`src/rtl/rtc_pkg.sv`:
```
package rtc_pkg;

  // word index of each location (byte address >> 2)
  localparam int IDX_COUNT = 0;
  localparam int IDX_MATCH = 1;
  localparam int IDX_LOAD  = 2;
  localparam int IDX_CTRL  = 3;
  localparam int IDX_MSTAT = 4;
  localparam int IDX_RSTAT = 5;
  localparam int IDX_ACK   = 6;
  localparam int IDX_IDENT = 7;

  localparam int CTRL_BITS = 4;

  // packed so that ie lands in bit 0 and wrap in bit 3
  typedef struct packed {
    logic wrap;
    logic run;
    logic mask;
    logic ie;
  } ctrl_t;

endpackage

```
`src/rtl/rtc_prescaler.sv`:
```
module rtc_prescaler #(
  parameter int unsigned DIV = 32768
) (
  input  logic clk,
  input  logic rst_n,
  input  logic run,
  output logic tick
);

  localparam int unsigned PW = (DIV > 2) ? $clog2(DIV) : 1;
  localparam logic [PW-1:0] LAST = PW'(DIV - 1);

  logic [PW-1:0] pre_q, pre_d;

  assign tick = run && (pre_q == LAST);

  always_comb begin
    pre_d = pre_q;
    if (run) begin
      if (pre_q == LAST) pre_d = '0;
      else               pre_d = pre_q + PW'(1);
    end
  end

  always_ff @(posedge clk or negedge rst_n) begin
    if (!rst_n) pre_q <= '0;
    else if (run) pre_q <= pre_d;
  end

endmodule

```
`src/rtl/rtc_sec_core.sv`:
```
module rtc_sec_core #(
  parameter int unsigned W = 32
) (
  input  logic         clk,
  input  logic         rst_n,
  input  logic         tick,
  input  logic         wrap_en,
  input  logic         load_wr,
  input  logic [W-1:0] load_val,
  input  logic [W-1:0] match_val,
  output logic [W-1:0] cnt,
  output logic         pend,
  output logic         hit
);

  localparam logic [W-1:0] TOP = '1;

  logic [W-1:0] cnt_q, cnt_d, upd_val;
  logic         pend_q, pend_d;

  // value the next strobe writes into the count
  always_comb begin
    if (pend_q)             upd_val = load_val;
    else if (cnt_q == TOP)  upd_val = wrap_en ? '0 : TOP;
    else                    upd_val = cnt_q + W'(1);
  end

  always_comb begin
    cnt_d  = tick ? upd_val : cnt_q;
    pend_d = pend_q;
    if (tick)    pend_d = 1'b0;
    if (load_wr) pend_d = 1'b1;
  end

  assign hit  = tick && (upd_val == match_val);
  assign cnt  = cnt_q;
  assign pend = pend_q;

  always_ff @(posedge clk or negedge rst_n) begin
    if (!rst_n) begin
      cnt_q  <= '0;
      pend_q <= 1'b0;
    end else begin
      if (tick) cnt_q <= cnt_d;
      if (tick || load_wr) pend_q <= pend_d;
    end
  end

endmodule

```
`src/rtl/rtc_regs.sv`:
```
module rtc_regs
  import rtc_pkg::*;
#(
  parameter int unsigned DATA_W = 32,
  parameter int unsigned ADDR_W = 5,
  parameter logic [DATA_W-1:0] VERSION_ID = '0
) (
  input  logic              clk,
  input  logic              rst_n,
  input  logic [ADDR_W-1:0] bus_addr,
  input  logic              bus_wr,
  input  logic [DATA_W-1:0] bus_wdata,
  input  logic              bus_rd,
  output logic [DATA_W-1:0] bus_rdata,
  input  logic [DATA_W-1:0] cnt,
  input  logic              hit,
  output ctrl_t             ctrl,
  output logic              load_wr,
  output logic [DATA_W-1:0] load_val,
  output logic [DATA_W-1:0] match_val,
  output logic              raw,
  output logic              irq
);

  localparam int unsigned IDX_W = ADDR_W - 2;

  logic [IDX_W-1:0]  idx;
  logic              aligned;
  logic              we_match, we_load, we_ctrl, ack_rd;
  logic [DATA_W-1:0] match_q, load_q;
  ctrl_t             ctrl_q, ctrl_d;
  logic              raw_q, raw_d;
  logic              gated;

  assign idx     = bus_addr[ADDR_W-1:2];
  assign aligned = (bus_addr[1:0] == 2'b00);

  assign we_match = bus_wr && aligned && (idx == IDX_W'(IDX_MATCH));
  assign we_load  = bus_wr && aligned && (idx == IDX_W'(IDX_LOAD));
  assign we_ctrl  = bus_wr && aligned && (idx == IDX_W'(IDX_CTRL));
  assign ack_rd   = bus_rd && aligned && (idx == IDX_W'(IDX_ACK));

  assign ctrl_d = ctrl_t'(bus_wdata[CTRL_BITS-1:0]);

  always_comb begin
    raw_d = raw_q;
    if (ack_rd) raw_d = 1'b0;
    if (hit)    raw_d = 1'b1;
  end

  assign gated = raw_q && ctrl_q.ie && !ctrl_q.mask;

  always_ff @(posedge clk or negedge rst_n) begin
    if (!rst_n) begin
      match_q <= '0;
      load_q  <= '0;
      ctrl_q  <= '0;
      raw_q   <= 1'b0;
    end else begin
      if (we_match) match_q <= bus_wdata;
      if (we_load)  load_q  <= bus_wdata;
      if (we_ctrl)  ctrl_q  <= ctrl_d;
      if (hit || ack_rd) raw_q <= raw_d;
    end
  end

  always_comb begin
    bus_rdata = '0;
    if (bus_rd && aligned) begin
      case (idx)
        IDX_W'(IDX_COUNT): bus_rdata = cnt;
        IDX_W'(IDX_MATCH): bus_rdata = match_q;
        IDX_W'(IDX_LOAD):  bus_rdata = load_q;
        IDX_W'(IDX_CTRL):  bus_rdata = DATA_W'(ctrl_q);
        IDX_W'(IDX_MSTAT): bus_rdata = DATA_W'(gated);
        IDX_W'(IDX_RSTAT): bus_rdata = DATA_W'(raw_q);
        IDX_W'(IDX_IDENT): bus_rdata = VERSION_ID;
        default:           bus_rdata = '0;
      endcase
    end
  end

  assign ctrl      = ctrl_q;
  assign load_wr   = we_load;
  assign load_val  = load_q;
  assign match_val = match_q;
  assign raw       = raw_q;
  assign irq       = gated;

endmodule

```
`src/rtl/sec_rtc.sv`:
```
module sec_rtc
  import rtc_pkg::*;
#(
  parameter int unsigned DIV    = 32768,
  parameter int unsigned DATA_W = 32,
  parameter int unsigned ADDR_W = 5,
  parameter logic [DATA_W-1:0] VERSION_ID = DATA_W'(32'h0002_0107)
) (
  input  logic              clk,
  input  logic              rst_n,
  input  logic [ADDR_W-1:0] bus_addr,
  input  logic              bus_wr,
  input  logic [DATA_W-1:0] bus_wdata,
  input  logic              bus_rd,
  output logic [DATA_W-1:0] bus_rdata,
  output logic              irq
);

  ctrl_t             ctrl;
  logic              tick;
  logic              load_wr;
  logic [DATA_W-1:0] load_val, match_val, cnt;
  logic              pend, hit, raw;

  rtc_prescaler #(.DIV(DIV)) u_pre (
    .clk  (clk),
    .rst_n(rst_n),
    .run  (ctrl.run),
    .tick (tick)
  );

  rtc_sec_core #(.W(DATA_W)) u_core (
    .clk      (clk),
    .rst_n    (rst_n),
    .tick     (tick),
    .wrap_en  (ctrl.wrap),
    .load_wr  (load_wr),
    .load_val (load_val),
    .match_val(match_val),
    .cnt      (cnt),
    .pend     (pend),
    .hit      (hit)
  );

  rtc_regs #(
    .DATA_W    (DATA_W),
    .ADDR_W    (ADDR_W),
    .VERSION_ID(VERSION_ID)
  ) u_regs (
    .clk      (clk),
    .rst_n    (rst_n),
    .bus_addr (bus_addr),
    .bus_wr   (bus_wr),
    .bus_wdata(bus_wdata),
    .bus_rd   (bus_rd),
    .bus_rdata(bus_rdata),
    .cnt      (cnt),
    .hit      (hit),
    .ctrl     (ctrl),
    .load_wr  (load_wr),
    .load_val (load_val),
    .match_val(match_val),
    .raw      (raw),
    .irq      (irq)
  );

endmodule

```
`config.mk`:
```
export PLATFORM = sky130hd
export DESIGN_NAME = sec_rtc
export DESIGN_NICKNAME = d
export VERILOG_FILES = /design/src/rtl/rtc_pkg.sv /design/src/rtl/rtc_prescaler.sv /design/src/rtl/rtc_sec_core.sv /design/src/rtl/rtc_regs.sv /design/src/rtl/sec_rtc.sv
export SDC_FILE = /design/constraint.sdc
export NUM_CORES = 1
export LEC_CHECK = 0
export BUFFER_PORTS_ARGS = -buffer_cell sky130_fd_sc_hd__buf_2
export CORE_AREA = 2 2 116 118
export DETAILED_ROUTE_END_ITERATION = 10
export DIE_AREA = 0 0 118 120
export HOLD_SLACK_MARGIN = 0.03
export PLACE_DENSITY = 0.78
export SETUP_SLACK_MARGIN = 0.4
export SLEW_MARGIN = 10
export SYNTH_ARGS = -nofsm -noshare
export SYNTH_HDL_FRONTEND = slang
export SYNTH_HIERARCHICAL = 1
export SYNTH_SLANG_ARGS = --single-unit
```
`constraint.sdc`:
```
create_clock -name clk -period 3.9 [get_ports clk]
set_clock_uncertainty 0.05 [all_clocks]
set_input_delay 0.78 -clock clk [delete_from_list [all_inputs] [get_ports clk]]
set_output_delay 0.78 -clock clk [all_outputs]
set_load 0.02 [all_outputs]
```
==> flow_summary.yaml <==
outcome:
  status: "complete, no violations"
timing:
  setup_viol_count_final: 0
  rsz0062_at_grt: "yes"
  slew_violations: 0
  finalCritPeriodShare_pct: 87.1
  fin_crit_ps: 3400
  slew_headroom_pct: 27.0
  worst_slew_pin_slew_ps: 1100
  max_clock_freq_mhz: 294
  finalSetupTns_ps: 0
  finalHoldViolCount: 0
drt:
  drtIter0Drc: 638
  ant_nets: 0
  routed_via_density: 6.32
  drc_errors: 0
  wl_per_cell_um: 21.2
  totalWireLength_mm: 22.7
  via_count: 6778
  first_pass_iters: 5
critical_path:
  cp.depth: 12
  rr_worst_depth: 12
  slowest_delay_ps: 530
  crit_arrival_ps: 3700
  crit_family: "simple AND/OR/NAND/NOR gates"
  path_cells: "ha_4 > nand4_1 > nor4_4 > nand4_1 > or4_4 > a221oi_2 > nand2_1 > nor3_2 > nand4_1 > or4_1 > nor4_2 > a21o_1"
  cp_slowest_cell: "or4_1"
  r2r_end: "u_regs/raw"
  worst_setup_path_end_kind: "register"
  rrSetupSlack_ps: 500
  crit_type: "register to register"
  setup.worst_path.end: "u_regs/raw"
  cp_common_cell: "nand4_1"
  crit_required_ps: 4210
  cp-startpoint: "u_pre/pre_q[0]"
  critical_path_buf_inv_count: 0
  cp-start-kind: "register"
  r2r-start: "u_pre/pre_q[0]"
  critPathMaxFanout: 4
layout:
  diodes: 0
  final_nets: 928
  design_area_mm2: 0.00889
  area_growth_pct: 16.5
  instances_no_fill: 1072
  final_common_cell: "dfrtp_1"
  multi_input_area_mm2: 0.00447
  most-common-layout-cells: "113 x dfrtp_1, 95 x nand2_1, 86 x mux2_2"
  final_layout_size_suffix_gt1_share_pct: 32.7
  fillers: 1072
  seq_area_mm2: 0.00293
pwr:
  leakage_nw: 3.94
  p_seq_share_pct: 42.1
  p_comb_share_pct: 18.6
  pwr-share-clk_pct: 39.3
  internal_power_mw: 2.65
  p_switching_mw: 1.11
  powerDensity_mw_per_mm2: 424
  vdd_drop_max_v: 0.000371
  p_sw_share_pct: 29.6
place:
  dpl_cell_area_mm2: 0.00823
  dp.cells: 1034
  place.gp.congestion: 0.980
  dpl.hpwl_mm: 16.2
  portBuffers: 73
synthesis:
  synth_area_per_cell_um2: 9.55
  ys_async_sr_fraction_pct: 100
  synthCells: 799
  syn_area_mm2: 0.00763
  synth_nets: 842
  synth_seq_area_share_pct: 38.4
  ys_seq_elements: 117
  synth-main-ff-cell: "dfrtp_1"
  synth.distinct_cells: 79
  synth_edf_count: 0
  synth-warning-count: 6
die:
  initial_core_util_pct: 58.8
  io_pins: 74
  rows: 42
  core-area_mm2: 0.0130
  die_h_um: 120
  die_x_um: 118
  dieArea_mm2: 0.0142
grt:
  grt_pass1_vias: 6770
  grt_pass1_wl_mm: 36.2
  antenna_found_initial: 0
  grt_max_degree: 55
  grt-ovfl-total: 0
  grt_usage_pct: 33.0
clock_tree:
  clockBufferDepth: 2
  cts_tree: "yes"
  cts_buffers: 17
  cts_sinks: 117
  clkLatencyLatePin_ps: 420
  htreeDepth: 4
  cts.clk_slew.worst_paths_ps: 50
  ctsHoldBuffers: 0
  root_buffer: "clkbuf_16"
job:
  cap_violations: 0
worst_hold_path:
  hold_class: "input pin to asynchronous set/reset pin"
[cells by family (layout without fill, tap and decap cells)]
group           count (synthesis)  after routing  share of synthesized area (%)
simple gates                  301            301                           21.8
xor+xnor                       54             54                           6.20
mux                           124            124                           17.8
compound gates                138            138                           11.7
flops                         117            117                           38.4
buf+inv                        63            160                           3.80
fa+ha+maj                       2              2                          0.328
[flip-flops by register name, indices dropped and copies added, names as in the netlist]
signal            flops
u_regs/raw            1
u_core/pend           1
u_regs/load_val      32
u_pre/pre_q          15
u_regs/match_val     32
u_regs/ctrl           4
u_core/cnt           32
[power groups by stage]
| stage | registers, mW | clock network [mW] | logic (mW) |
|---|---|---|---|
| floorplan | 1.53 | 0 | 0.480 |
| global placement | 1.59 | 0 | 0.637 |
| detailed placement | 1.60 | 0 | 0.658 |
| CTS | 1.58 | 1.49 | 0.665 |
| global route | 1.61 | 1.56 | 0.758 |
| finish | 1.59 | 1.48 | 0.701 |
[worst reg2reg max path, delay by kind of cell, from the launching register on]
| kind | cells | cell delay [ps] |
|---|---|---|
| fa+ha+maj | 1 | 160 |
| flops | 1 | 420 |
| simple gates | 9 | 2360 |
| compound gates | 2 | 330 |
[repair_timing]
action                                  4_1_cts  5_1_grt
endpoints found under the setup margin        1        1
resized for setup                             1       12
pin swaps                                     2        8
setup buffers                                 0        8
[cell usage after synthesis (3+ instances only)]
master | count | area, µm²
o21a_1 | 3 | 22.5
and3_2 | 3 | 22.5
nor3b_1 | 6 | 45.0
nor3_2 | 3 | 30.0
a31oi_1 | 13 | 81.3
nor4_1 | 9 | 56.3
o21ai_1 | 8 | 40.0
o21ai_0 | 22 | 110
nand4_4 | 3 | 63.8
nor3_1 | 10 | 50.1
and3_1 | 9 | 56.3
and4_1 | 3 | 26.3
nand4_1 | 22 | 138
mux2_2 | 86 | 968
o221ai_1 | 3 | 26.3
dfrtp_1 | 117 | 2930
nor2_1 | 40 | 150
a21oi_1 | 50 | 250
o22ai_1 | 3 | 18.8
nand3_1 | 37 | 185
o211ai_1 | 4 | 30.0
clkbuf_1 | 23 | 86.3
inv_1 | 19 | 71.3
mux2i_1 | 37 | 370
or2_2 | 26 | 163
and2_1 | 4 | 25.0
xor2_1 | 13 | 114
nand2b_1 | 5 | 31.3
nand2_1 | 95 | 357
xnor2_1 | 41 | 359
or4_1 | 3 | 22.5
buf_2 | 15 | 75.1
[layer usage]
| metal | vias up | wire length [µm] | track usage (%) |
|---|---|---|---|
| met5 | - | 0 | 0 |
| met4 | 0 | 779 | 13.8 |
| met3 | 57 | 1620 | 8.17 |
| met2 | 284 | 11000 | 54.0 |
| met1 | 3380 | 9270 | 42.0 |
| li1 | 3057 | - | - |
[cell type report]
| type | count | share of cell area, % |
|---|---|---|
| sequential | 117 | 33.0 |
| inverter | 20 | 0.845 |
| multi-input combinational | 619 | 50.3 |
| clock buffer | 19 | 4.87 |
| timing repair buffer | 110 | 7.26 |
| tap | 176 | 2.48 |
| clock inverter | 11 | 1.27 |
[per-stage QoR]
step | power (mW) | setup slack, ps | utilization [%] | hold slack (ps)
finish | 3.77 | 503 | 68.5 | 347
global route | 3.93 | 289 | 68.5 | 386
CTS | 3.74 | 441 | 67.7 | 368
detailed placement | 2.25 | 346 | 63.4 | 432
global placement | 2.23 | 444 | 63.4 | 413
floorplan | 2.01 | 426 | - | 395
[how the worst min path moves through the flow]
stage,startpoint,to,slack (ps),depth (start not counted)
2_1_floorplan,u_pre/pre_q[14],u_pre/pre_q[14],400,1
3_3_place_gp,u_pre/pre_q[14],u_pre/pre_q[14],410,1
3_5_place_dp,u_pre/pre_q[14],u_pre/pre_q[14],430,1
4_1_cts,rst_n,u_regs/load_val[14],370,1
5_1_grt,rst_n,u_regs/match_val[14],390,1
6_report,rst_n,u_regs/match_val[12],350,1
Note: power is estimated with default switching activity, not from simulation.
